==> config.mk <==
export PLATFORM = sky130hd
export DESIGN_NAME = dbuf_own_ctrl
export DESIGN_NICKNAME = d
export VERILOG_FILES = /design/src/rtl/dbuf_own_ctrl.sv
export SDC_FILE = /design/constraint.sdc
export NUM_CORES = 1
export LEC_CHECK = 0
export BUFFER_PORTS_ARGS = -buffer_cell sky130_fd_sc_hd__clkbuf_2
export CORE_MARGIN = 2
export CORE_UTILIZATION = 60
export CTS_BUF_LIST = sky130_fd_sc_hd__clkbuf_4
export DETAILED_ROUTE_END_ITERATION = 10
export GPL_ROUTABILITY_DRIVEN = 1
export GPL_TIMING_DRIVEN = 0
export PLACE_DENSITY_LB_ADDON = 0.12
export SYNTH_ARGS = -nofsm -noshare
export SYNTH_HDL_FRONTEND = slang
export SYNTH_SLANG_ARGS = --single-unit
==> constraint.sdc <==
create_clock -name clk -period 4.4 [get_ports clk]
set_clock_uncertainty 0.15 [all_clocks]
set_input_delay 0.22 -clock clk [delete_from_list [all_inputs] [get_ports clk]]
set_output_delay 0.22 -clock clk [all_outputs]
set_load 0.02 [all_outputs]
==> src/rtl/dbuf_own_ctrl.sv <==
module dbuf_own_ctrl #(
  parameter int ADDR_W = 16,
  parameter int LEN_W  = 12
) (
  input  logic              clk,
  input  logic              rst_n,
  input  logic              cfg_we,
  input  logic              cfg_sel,
  input  logic [ADDR_W-1:0] cfg_addr,
  input  logic [LEN_W-1:0]  cfg_len,
  input  logic              dma_en,
  input  logic              xfer_ack,
  output logic              own_a,
  output logic              own_b,
  output logic              cfg_err,
  output logic              xfer_req,
  output logic              xfer_buf,
  output logic [ADDR_W-1:0] xfer_addr,
  output logic              done_pulse,
  output logic              done_buf,
  output logic [LEN_W-1:0]  done_cnt
);
  localparam logic [LEN_W-1:0] ONE = {{(LEN_W-1){1'b0}}, 1'b1};

  logic [1:0]        own_q;
  logic [ADDR_W-1:0] base_q [2];
  logic [LEN_W-1:0]  len_q  [2];
  logic              cur_q;
  logic [LEN_W-1:0]  cnt_q;
  logic [LEN_W-1:0]  cnt_nx;
  logic              cfg_ok, fire, last;

  assign cfg_ok    = cfg_we && !own_q[cfg_sel] && (cfg_len != '0);
  assign xfer_req  = dma_en && own_q[cur_q];
  assign fire      = xfer_req && xfer_ack;
  assign cnt_nx    = cnt_q + ONE;
  assign last      = (cnt_nx == len_q[cur_q]);
  assign xfer_buf  = cur_q;
  assign xfer_addr = base_q[cur_q] + ADDR_W'(cnt_q);
  assign own_a     = own_q[0];
  assign own_b     = own_q[1];

  always_ff @(posedge clk) begin
    if (!rst_n) begin
      own_q      <= '0;
      cur_q      <= 1'b0;
      cnt_q      <= '0;
      cfg_err    <= 1'b0;
      done_pulse <= 1'b0;
      done_buf   <= 1'b0;
      done_cnt   <= '0;
      for (int i = 0; i < 2; i++) begin
        base_q[i] <= '0;
        len_q[i]  <= '0;
      end
    end else begin
      done_pulse <= 1'b0;
      cfg_err    <= cfg_we && !cfg_ok;
      if (cfg_ok) begin
        base_q[cfg_sel] <= cfg_addr;
        len_q[cfg_sel]  <= cfg_len;
        own_q[cfg_sel]  <= 1'b1;
      end
      if (fire) begin
        if (last) begin
          own_q[cur_q] <= 1'b0;
          cur_q        <= ~cur_q;
          cnt_q        <= '0;
          done_pulse   <= 1'b1;
          done_buf     <= cur_q;
          done_cnt     <= cnt_nx;
        end else begin
          cnt_q <= cnt_nx;
        end
      end
    end
  end

  // a completed slot is back with the host when the pulse appears
  a_r5_done_frees_slot: assert property (@(posedge clk) disable iff (!rst_n)
    done_pulse |-> !own_q[done_buf]);

  // the reported count equals the programmed length of that slot
  a_r5_done_count: assert property (@(posedge clk) disable iff (!rst_n)
    done_pulse |-> done_cnt == len_q[done_buf]);

  // completion moves the pointer to the other slot
  a_r6_alternate: assert property (@(posedge clk) disable iff (!rst_n)
    done_pulse |-> xfer_buf != done_buf);

  // a rejected write leaves stored lengths untouched
  a_r3_reject_no_change: assert property (@(posedge clk) disable iff (!rst_n)
    cfg_err |-> $stable(len_q[0]) && $stable(len_q[1]) && $stable(base_q[0]) && $stable(base_q[1]));

  // no request means no progress
  a_r8_idle_holds: assert property (@(posedge clk) disable iff (!rst_n)
    !xfer_req |=> $stable(cnt_q) && $stable(cur_q));

  // the byte offset never reaches the programmed length while requesting
  a_r4_offset_in_range: assert property (@(posedge clk) disable iff (!rst_n)
    xfer_req |-> cnt_q < len_q[cur_q]);
endmodule

# After elaboration in Yosys (flattened, before gate mapping)
# Memory sizes are Yosys's and may differ from the RTL's. A register that Yosys moved wholly into a read port is not among the register bits.
# Cells that the tools add are included.
[word_totals] out_inout_bits=35 input_bits=34 reg_bits=30 n_memories=2 ram_bits=56 word_cells=62
[memory_table] name="base_q" depth=2 word_bits=16 rd=1 rd_clocked_by_memory_dff=1 write_ports=2 line="26" text="logic [ADDR_W-1:0] base_q [2];"
[memory_table] name="len_q" depth=2 word_bits=12 rd=1 rd_clocked_by_memory_dff=1 write_ports=2 line="27" text="logic [LEN_W-1:0] len_q [2];"
[classes] bitwise_logic=4 addsub=2 muxes=28 n_reduce_logical=14 order_cmp=4 n_eq_ne=1
[op_table] operator="two-way mux 12 bit" count=2
[op_table] operator="two-way mux 1 bit" count=19
[op_table] operator="adder 16 x 12 -> 16 bit" count=1
[op_table] operator="two-way mux 16 bit" count=1
[op_table] operator="OR reduction 16 bit" count=1
[op_table] operator="adder 12 x 1 -> 12 bit, second input constant" count=1
[op_table] operator="== test 12 bit" count=1
[op_table] operator="nonzero test 12 bit" count=1
[op_table] operator="OR reduction 12 bit" count=1
[op_table] operator="two-way mux 2 bit" count=4
[op_table] operator="logical AND 1 bit" count=7
[op_table] operator="< comparator 1 x 2 -> 1 bit, second input constant" count=2
[op_table] operator="AND reduction 2 bit" count=2
[op_table] operator="AND 2 bit" count=1
[op_table] operator="demux 1 bit (select 1 bit)" count=2
[op_table] operator=">= comparator 1 bit, second input constant" count=2
[op_table] operator="zero test 1 bit" count=2
[op_table] operator="inverter 2 bit" count=1
[op_table] operator="bitwise OR 2 bit" count=1
[op_table] operator="inverter 1 bit" count=1

# Longest topological paths before layout
# Gate-level depths: netlist of run 1.
[logic_depth] depth_word=10 mapped_depth=12 mapped_depth_nobuf=9

# Least setup slack after synthesis of run 1
# OpenSTA, ideal clock, no wires.
[synth_path] path_kind="reg-to-output" start="register (tool-made name)" end="output xfer_addr[15]" n_path_buf=4 setup_slack_ps=475 stages_incl_launch_ff=13 arrival_time_ps=3555 path_cell_list="dfxtp_1 > buf_6 > buf_6 > clkbuf_1 > clkbuf_1 > mux2_2 > ha_1 > o21a_1 > o21ai_0 > o21bai_1 > o311ai_0 > o2111a_1 > nor3_1"
[synth_rtl] item="to (decl)" line="18" text="output logic [ADDR_W-1:0] xfer_addr,"

==> results.json, run 1 <==
{
  "status": "finished clean",
  "crit_chain": "buf_6 > buf_6 > mux2_2 > ha_1 > o21a_1 > o21ai_0 > o21bai_1 > o311ai_2 > o2111a_1 > nor3_1 > clkbuf_2",
  "antenna_found_initial": 0,
  "cpMaxStageDelayCell": "mux2_2",
  "synth_area_per_cell_sq_um": 10.8,
  "nFillCells": 601,
  "drv_cap": 0,
  "die_y_microns": 95.3,
  "insertion_delay_ns": 0.47,
  "drive_above_1_share_pct": 20.8,
  "synth_warnings": 0,
  "grt_use_total_pct": 26.5,
  "crit_path_end_kind": "output pin",
  "fmax_mhz": 248,
  "ir_drop_uv": 190,
  "yosys-top-cells-area": "edfxtp_1 (34%), dfxtp_1 (12%), and2_1 (7.4%)",
  "clock-root-buffer": "clkbuf_4",
  "synth_edf_count": 56,
  "cts_buffers": 9,
  "power.leakage_nw": 2.41,
  "initial_core_util_pct": 61.5,
  "grt.overflow.total": 0,
  "synth_ff_type": "edfxtp_1",
  "holdPathStages": 5,
  "wl_microns": 11300,
  "final-max-slew-violation-count": 0,
  "dieArea_sq_um": 9080,
  "path_depth": 11,
  "min_period_over_period_pct": 91.6,
  "r2r_cells": 9,
  "hp-class": "in -> reg",
  "rsz0062_at_grt": "no",
  "synth_top_cell_by_area": "edfxtp_1",
  "period_needed_ns": 4.03,
  "postRouteAntennaNets": 0,
  "die_x_microns": 95.3,
  "tightestPinTransition_ns": 1.06,
  "via_per_inst": 5.68,
  "synth_cell_types": 62,
  "grt_first_pass_wirelength_microns": 18100,
  "syn_inst": 461,
  "required_ns": 4.03,
  "num_io_pins": 69,
  "critPathBufInv": 3,
  "synthesis.nets": 509,
  "firstDrtPassIters": 4,
  "p_per_area_nw_per_um2": 276,
  "drt_iter0_markers": 186,
  "clkTransAtPathRegs_ns": 0.16,
  "routabilityCongestion": 0.869,
  "synth_area_sq_um": 5000,
  "io_buffers": 68,
  "grt_pass1_vias": 3842,
  "routedWlPerCell_microns": 16.7,
  "crit_type": "reg -> out",
  "cp_top_family": "compound AO/OA/AOI/OAI gates",
  "grt_max_degree": 29,
  "arrival_ns": 3.66,
  "nNetsFinal": 616,
  "timing.final.hold_violations": 0,
  "maxSlewHeadroom_pct": 29.1,
  "vias": 3853,
  "area_delta_synth_final_pct": 19.1,
  "dp_hpwl_microns": 8080,
  "core.rowCount": 33,
  "postCtsSetupBuffers": 0,
  "htree_levels": 3,
  "rrSetupSlack_ns": 1.36,
  "placed_area_sq_um": 5490,
  "max_stage_delay_ns": 0.37,
  "final_area_sq_um": 5950,
  "tritoncts": "yes",
  "clock_sinks": 87,
  "start_kind": "flip-flop",
  "synthArstFlopShare_pct": 0,
  "setup_violations": 0,
  "yosys.area.top_type_share_pct": 33.6,
  "antenna_cells": 0,
  "drc": 0,
  "p_total_mw": 1.64,
  "synth-seq-cells": 87,
  "ys_seq_area_share_pct": 46.0,
  "crit_path_frequent_cell": "buf_6",
  "cts_buffer_depth": 2,
  "crit_fanout": 28,
  "core_sq_um": 8130
}
cell usage in the layout, fill, tap and decap left out, drive strengths merged, types with 5 or more instances in the layout:
cell,Yosys,layout
nor3,21,21
nor4,5,5
o21a,6,6
nand2,40,40
nand4,8,8
ha,13,13
clkbuf,15,91
nand3,10,10
a21oi,13,13
o21ai,14,14
mux2,14,14
xnor2,19,19
inv,6,7
nor2,14,14
buf,10,10
mux2i,31,31
edfxtp,56,56
and2,59,59
xor2,19,19
dfxtp,31,31
dlygate4sd3,0,30
per-stage QoR:
| step | hold WS, ns | instances | utilization (%) | setup WS (ns) | TNS [ns] |
|---|---|---|---|---|---|
| after floorplan | 0.216 | 461 | - | 0.475 | 0 |
| after global placement | 0.294 | 634 | 67.3 | -0.0737 | -0.474 |
| after detailed placement | 0.299 | 634 | 67.5 | -0.112 | -0.251 |
| after CTS | 0.0229 | 679 | 73.2 | 0.165 | 0 |
| after global routing | 0.0685 | 678 | 73.2 | 0.206 | 0 |
| final | 0.0413 | 678 | 73.2 | 0.370 | 0 |
what timing repair did:
| action | in CTS | in global routing |
|---|---|---|
| hold buffers | 30 | 0 |
| resized for setup | 2 | 1 |
| endpoints found under the setup margin | 5 | 3 |
| hold endpoints to repair | 59 | 0 |
final timing paths:
kind / end / from
setup / recovery: xfer_addr[15] / flip-flop
hold / removal: cnt_q[4] / xfer_ack
setup reg to reg: cnt_q[0] / cnt_q[0]
hold reg to reg: done_cnt[4] / done_cnt[4]
final cells by class:
class	count	area, sq um	area share, %
clock buffer	10	75.1	1.26
inverter	6	22.5	0.378
sequential	87	2300	38.7
clock inverter	6	83.8	1.41
tap	105	131	2.21
timing repair buffer	98	641	10.8
multi-input combinational	343	2550	42.8
buffer	23	148	2.48
worst min-delay path, cell delays in order:
cell      delay (ns)
clkbuf_2        0.09
nand2_1         0.08
nor2_1          0.06
xnor2_1         0.15
nor3_1          0.04
layer usage:
layer,track usage [%],routed length [microns],vias up
li1,-,-,1891
met1,35.4,5240,1852
met2,43.4,5390,93
met3,3.56,488,17
met4,11.4,207,0
met5,0,0,-
registers in the layout, indices dropped and copies added, names as in the netlist, named ones only:
signal,count
done_pulse,1
own_q,2
cfg_err,1
xfer_buf,1
len_q,24
done_cnt,12
base_q,32
cnt_q,12
done_buf,1
report_power, final:
| group | total, mW | switching [mW] | internal, mW |
|---|---|---|---|
| Sequential | 0.922 | 0.0133 | 0.909 |
| Combinational | 0.196 | 0.111 | 0.0845 |
| Clock | 0.523 | 0.288 | 0.235 |
| Total | 1.64 | 0.412 | 1.23 |
kinds of logic after synthesis:
| kind of cell | count (synthesis) | share of synthesized area (%) |
|---|---|---|
| AO/OA/AOI/OAI | 65 | 9.64 |
| XOR/XNOR | 41 | 8.01 |
| adder cells (fa/ha/maj) | 14 | 3.65 |
| buffers and inverters | 31 | 3.55 |
| flip-flops | 87 | 46.0 |
| multiplexers | 45 | 9.36 |
| AND/OR/NAND/NOR | 178 | 19.7 |
Yosys cell counts (3+ instances only):
| master | n |
|---|---|
| dfxtp_1 | 31 |
| a21oi_1 | 11 |
| nor2_1 | 14 |
| nand3_1 | 9 |
| mux2_2 | 14 |
| xor2_1 | 19 |
| nand4_1 | 7 |
| edfxtp_1 | 56 |
| buf_4 | 4 |
| nor3_1 | 21 |
| and3_1 | 3 |
| and2_1 | 59 |
| o211ai_1 | 4 |
| o32a_1 | 3 |
| buf_6 | 3 |
| nand2b_1 | 3 |
| ha_1 | 13 |
| nor2b_1 | 3 |
| clkbuf_1 | 15 |
| mux2i_1 | 31 |
| o21ai_0 | 14 |
| nand2_1 | 40 |
| nor4_1 | 5 |
| xnor2_1 | 19 |
| xnor3_1 | 3 |
| o21a_1 | 6 |
| a21o_1 | 3 |
| inv_1 | 6 |
(Power assumes the default switching activity.)
==> run 2: changes to the inputs <==
Settings changed: ABC_AREA from default to 1.
==> results.json, run 2 <==
{
  "status": "finished clean",
  "synth_top_cell_by_area": "edfxtp_1",
  "crit_chain": "buf_2 > inv_2 > buf_2 > buf_1 > nand2_1 > nand2_1 > ha_1 > nand3_1 > nand2_1 > a21oi_1 > o21ai_0 > nand2_1 > a22oi_1 > xor2_1 > clkbuf_2",
  "vias": 4617,
  "initial_core_util_pct": 62.5,
  "syn_inst": 640,
  "die_x_microns": 93.9,
  "cts_buffers": 9,
  "yosys.area.top_type_share_pct": 34.7,
  "max_stage_delay_ns": 0.42,
  "maxSlewHeadroom_pct": 15.2,
  "grt_max_degree": 29,
  "start_kind": "flip-flop",
  "reg2reg_from": "own_q[0]",
  "max_flop_register": "base_q",
  "synth.most_common_cell": "nand2_1",
  "synth_top_family_by_area": "simple AND/OR/NAND/NOR gates",
  "cpMaxStageDelayCell": "buf_1",
  "largest_register_ffs": 32,
  "antenna_found_initial": 1,
  "synth_area_sq_um": 4850,
  "grt_pass1_vias": 4250,
  "synthesis.nets": 688,
  "dp_hpwl_microns": 8430,
  "io_buffers": 68,
  "mostFrequentLayoutCells": "nand2_1 (206), nor2_1 (95), inv_1 (82)",
  "synth_cell_types": 39,
  "fin_util_pct": 74.5,
  "ir_drop_uv": 153,
  "synthSimpleGateAreaFrac_pct": 32.7,
  "synthArstFlopShare_pct": 0,
  "drt_iter0_markers": 288,
  "synth_area_per_cell_sq_um": 7.58,
  "drv_cap": 0,
  "routedWlPerCell_microns": 14.1,
  "dieArea_sq_um": 8820,
  "htree_levels": 3,
  "min_period_over_period_pct": 90.5,
  "crit_path_end_kind": "output pin",
  "crit_path_frequent_cell": "nand2_1",
  "p_total_mw": 1.67,
  "yosys-top-cells-area": "edfxtp_1 (35%), nand2_1 (16%), dfxtp_1 (13%)",
  "clkTransAtPathRegs_ns": 0.16,
  "synthTopCellsByCount": "nand2_1 (206), nor2_1 (95), inv_1 (82)",
  "synth_edf_count": 56,
  "num_io_pins": 69,
  "ys_seq_area_share_pct": 47.4,
  "final_area_sq_um": 5790,
  "hp-class": "in -> reg",
  "postCtsSetupBuffers": 0,
  "synth_warnings": 0,
  "tritoncts": "yes",
  "min_to": "cnt_q[0]",
  "p_per_area_nw_per_um2": 288,
  "muxShareOfSynthArea_pct": 0.619,
  "final_common_cell": "nand2_1",
  "grt.overflow.total": 0,
  "synth_adder_area_share_pct": 3.76,
  "top_regs": "base_q: 32 flops, len_q: 24 flops",
  "power.leakage_nw": 2.94,
  "nFillCells": 609,
  "via_per_inst": 5.37,
  "final-max-slew-violation-count": 0,
  "synth-seq-cells": 87,
  "period_needed_ns": 3.98,
  "die_y_microns": 93.9,
  "routabilityCongestion": 0.907,
  "clock_sinks": 87,
  "setup_violations": 0,
  "rsz0062_at_grt": "no",
  "timing.final.hold_violations": 0,
  "setup-tns-final_ns": 0,
  "placed_area_sq_um": 5320,
  "nNetsFinal": 799,
  "r2r_cells": 7,
  "grt_first_pass_wirelength_microns": 19500,
  "firstDrtPassIters": 5,
  "clock-root-buffer": "clkbuf_4",
  "wl_microns": 12100,
  "core.rowCount": 32,
  "drc": 0,
  "synth_compound_area_share_pct": 4.62,
  "area_delta_synth_final_pct": 19.3,
  "grt_use_total_pct": 28.7,
  "holdPathStages": 5,
  "postRouteAntennaNets": 0,
  "rrSetupSlack_ns": 1.67,
  "tightestPinTransition_ns": 1.27,
  "arrival_ns": 3.61,
  "worstHoldStart": "dma_en",
  "synth-xor-area-share_pct": 2.53,
  "crit-reg2reg-capture": "base_q[1][11]",
  "required_ns": 4.03,
  "drive_above_1_share_pct": 13.9,
  "crit_fanout": 10,
  "synth_ff_type": "edfxtp_1",
  "crit_type": "reg -> out",
  "cts_buffer_depth": 2,
  "fmax_mhz": 251,
  "core_sq_um": 7770,
  "insertion_delay_ns": 0.46
}
==> run 2: changes by cell type in the layout (fill, tap and decap cells not counted), sizes merged, moves of 13 or more <==
cell   previous run  this run
inv               7        87
nor2             14       100
mux2i            31         3
nor3             21         2
xnor2            19         6
nand3            10        53
nand2            40       210
and2             59         1
mux2             14         0
==> run 2: power breakdown <==
| group | switching [mW] | total [mW] | internal (mW) |
|---|---|---|---|
| sequential | 0.0180 | 0.932 | 0.914 |
| clock | 0.302 | 0.480 | 0.178 |
| combinational | 0.164 | 0.256 | 0.0926 |
| total | 0.483 | 1.67 | 1.18 |
==> run 2: how the worst max path moves through the flow <==
stage / from / endpoint / slack [ns] / cells past startpoint
final: flip-flop / xfer_addr[11] / 0.42 / 15
after global placement: flip-flop / xfer_addr[9] / 1.12 / 14
after global routing: flip-flop / xfer_addr[11] / 0.17 / 15
after floorplan: flip-flop / xfer_addr[9] / 1.50 / 13
after CTS: flip-flop / xfer_addr[11] / 0.45 / 15
after detailed placement: flip-flop / xfer_addr[11] / 0.97 / 15
==> run 2: critical path, delay by kind of cell, from the launching register on <==
family,cells,cell delay (ns)
and+or+nand+nor,5,0.56
buffers and inverters,5,1.16
xor gates and xnor gates,1,0.18
adders and majority gates,1,0.21
DFF,1,0.33
AOI/OAI and AO/OA,3,0.71
==> run 2: area by class of cell <==
cell class                      instances  area (sq um)  share of cell area, %
Antenna cell                            1          2.50                 0.0432
Buffer                                 18          88.8                   1.54
Clock buffer                            9          67.6                   1.17
Clock inverter                          7          76.3                   1.32
Inverter                               84           315                   5.45
Multi-Input combinational cell        451          2150                   37.1
Sequential cell                        87          2300                   39.8
Tap cell                              102           128                   2.21
Timing Repair Buffer                  100           661                   11.4
==> run 2: kinds of logic after synthesis <==
group                      count (synthesis)
and+or+nand+nor                          379
buffers and inverters                    102
adders and majority gates                 14
muxes                                      3
AOI/OAI and AO/OA                         41
DFF                                       87
xor gates and xnor gates                  14
==> run 2: routing by layer <==
layer	track usage [%]	share of wire [%]	wire, microns
met5	0	0	0
met4	13.6	3.1	371
met3	3.69	5.4	655
met2	48.1	49	5910
met1	36.9	43	5160
==> run 2: per-stage QoR <==
| step | hold WS, ns | setup slack, ns | instances |
|---|---|---|---|
| after floorplan | 0.189 | 1.50 | 640 |
| after global placement | 0.297 | 1.12 | 810 |
| after detailed placement | 0.297 | 0.974 | 810 |
| after CTS | 0.0322 | 0.447 | 858 |
| after global routing | 0.0676 | 0.166 | 859 |
| final | 0.0395 | 0.416 | 859 |
==> run 2: what timing repair did <==
| item | CTS | global route |
|---|---|---|
| gates resized for setup | 0 | 0 |
| hold buffers | 32 | 0 |
| endpoints found under the hold margin | 60 | 0 |
==> run 3: changes to the inputs <==
Settings changed: MAX_ROUTING_LAYER from default to met4.
==> results.json, run 3 (synthesis results as in run 2) <==
{
  "status": "finished clean",
  "cpMaxStageDelayCell": "buf_1",
  "final-max-slew-violation-count": 0,
  "core.rowCount": 32,
  "min_to": "done_cnt[11]",
  "period_needed_ns": 3.93,
  "holdPathStages": 5,
  "critPathBufInv": 5,
  "switchingPower_mw": 0.469,
  "routabilityCongestion": 0.917,
  "maxSlewHeadroom_pct": 15.7,
  "worstHoldStart": "rst_n",
  "postRouteAntennaNets": 0,
  "rrSetupSlack_ns": 1.70,
  "cts_buffer_depth": 2,
  "timing.final.hold_violations": 0,
  "min_period_over_period_pct": 89.4,
  "arrival_ns": 3.56,
  "num_io_pins": 69,
  "clkTransAtPathRegs_ns": 0.15,
  "final_cells": 857,
  "die_y_microns": 93.9,
  "grt_pass1_vias": 4133,
  "final_common_cell": "nand2_1",
  "p_total_mw": 1.71,
  "clock_sinks": 87,
  "drc": 0,
  "antenna_cells": 0,
  "tightestPinTransition_ns": 1.26,
  "seqPwrFrac_pct": 54.6,
  "final_area_sq_um": 5790,
  "grt_first_pass_wirelength_microns": 19300,
  "dp.cells": 810,
  "tritoncts": "yes",
  "hp-class": "in -> reg",
  "start_kind": "flip-flop",
  "nNetsFinal": 798,
  "max_stage_delay_ns": 0.43,
  "grt_max_degree": 29,
  "power.leakage_nw": 2.94,
  "drive_above_1_share_pct": 13.8,
  "initial_core_util_pct": 62.5,
  "placed_area_sq_um": 5320,
  "clkPwrFrac_pct": 30.6,
  "drt_iter0_markers": 322,
  "wl_microns": 11800,
  "dp_hpwl_microns": 8330,
  "switching_share_pct": 27.5,
  "mostFrequentLayoutCells": "nand2_1 (206), nor2_1 (95), inv_1 (82)",
  "p_per_area_nw_per_um2": 295,
  "drv_cap": 0,
  "htree_levels": 3,
  "fmax_mhz": 254,
  "crit_type": "reg -> out",
  "cp_top_family": "buffers and inverters",
  "vias": 4488,
  "routedWlPerCell_microns": 13.8,
  "reg2reg_from": "own_q[0]",
  "crit-reg2reg-capture": "len_q[0][9]",
  "antenna_found_initial": 0,
  "dieArea_sq_um": 8820,
  "largest_register_ffs": 32,
  "crit_fanout": 10,
  "die_x_microns": 93.9,
  "combinationalPowerShare_pct": 14.8,
  "ir_drop_uv": 196,
  "top_regs": "base_q: 32 flops, len_q: 24 flops",
  "core_sq_um": 7770,
  "io_buffers": 68,
  "r2r_cells": 7,
  "grt.overflow.total": 0,
  "crit_path_end_kind": "output pin",
  "firstDrtPassIters": 9,
  "via_per_inst": 5.24,
  "rsz0062_at_grt": "no",
  "cts_buffers": 9,
  "grt_use_total_pct": 29.1,
  "setup_violations": 0,
  "setup-tns-final_ns": 0,
  "insertion_delay_ns": 0.44,
  "area_delta_synth_final_pct": 19.4,
  "clock-root-buffer": "clkbuf_4",
  "internal_power_mw": 1.24,
  "max_flop_register": "base_q",
  "crit_chain": "buf_2 > inv_2 > buf_2 > buf_1 > nand2_1 > nand2_1 > ha_1 > a21oi_1 > nand2_1 > a21oi_1 > o21ai_0 > a21oi_1 > xor2_1 > clkbuf_2",
  "required_ns": 4.03,
  "holdWs_ns": 0.0290
}
-- run 3: repair_timing --
action,4_1_cts,5_1_grt
endpoints found under the setup margin,0,0
endpoints found under the hold margin,58,0
gates resized for setup,0,0
buffers inserted,0,0
hold buffers,31,0
-- run 3: power groups by stage --
stage,Sequential [mW],Combinational [mW],Clock (mW)
floorplan,0.946,0.152,0
global placement,0.947,0.219,0
detailed placement,0.950,0.227,0
CTS,0.931,0.250,0.526
global route,0.936,0.280,0.563
finish,0.932,0.253,0.523
-- run 3: worst reg2reg max path, delay by kind of cell (launching register included) --
kind	cells	cell delay [ns]
DFF	1	0.34
and+or+nand+nor	4	1.20
buffers and inverters	1	0.09
AOI/OAI and AO/OA	2	0.52
-- run 3: per-stage QoR --
stage               worst slack (ns)  util (%)
floorplan                       1.50         -
global placement                1.12      68.5
detailed placement             0.998      68.5
CTS                            0.486      74.6
global route                  0.0919      74.6
finish                         0.468      74.6
-- run 3: worst max-delay path by stage --
stage                               end  slack [ns]  cells after the start
after floorplan            xfer_addr[9]        1.50                     13
after global placement     xfer_addr[9]        1.12                     14
after detailed placement  xfer_addr[11]         1.0                     15
after CTS                 xfer_addr[11]        0.49                     15
after global routing      xfer_addr[11]        0.09                     15
final                      xfer_addr[9]        0.47                     14
-- run 3: area by class of cell --
cell class              count  area [sq um]
inverters                  84           315
multi-input cells         451          2150
repair buffers             99           651
plain buffers              18          88.8
fillers                   627          1970
well taps                 102           128
clock inverters             7          95.1
flip-flops and latches     87          2300
clock buffers               9          67.6
-- run 3: routing by layer --
layer	part of all wire, %	up-vias	global-route usage (%)	wire, microns
met1	42	2069	37.4	4910
met3	6.9	19	5.22	814
met5	0	-	-	0
met2	50	149	47.7	5890
met4	1.5	0	8.09	182
li1	-	2251	-	-
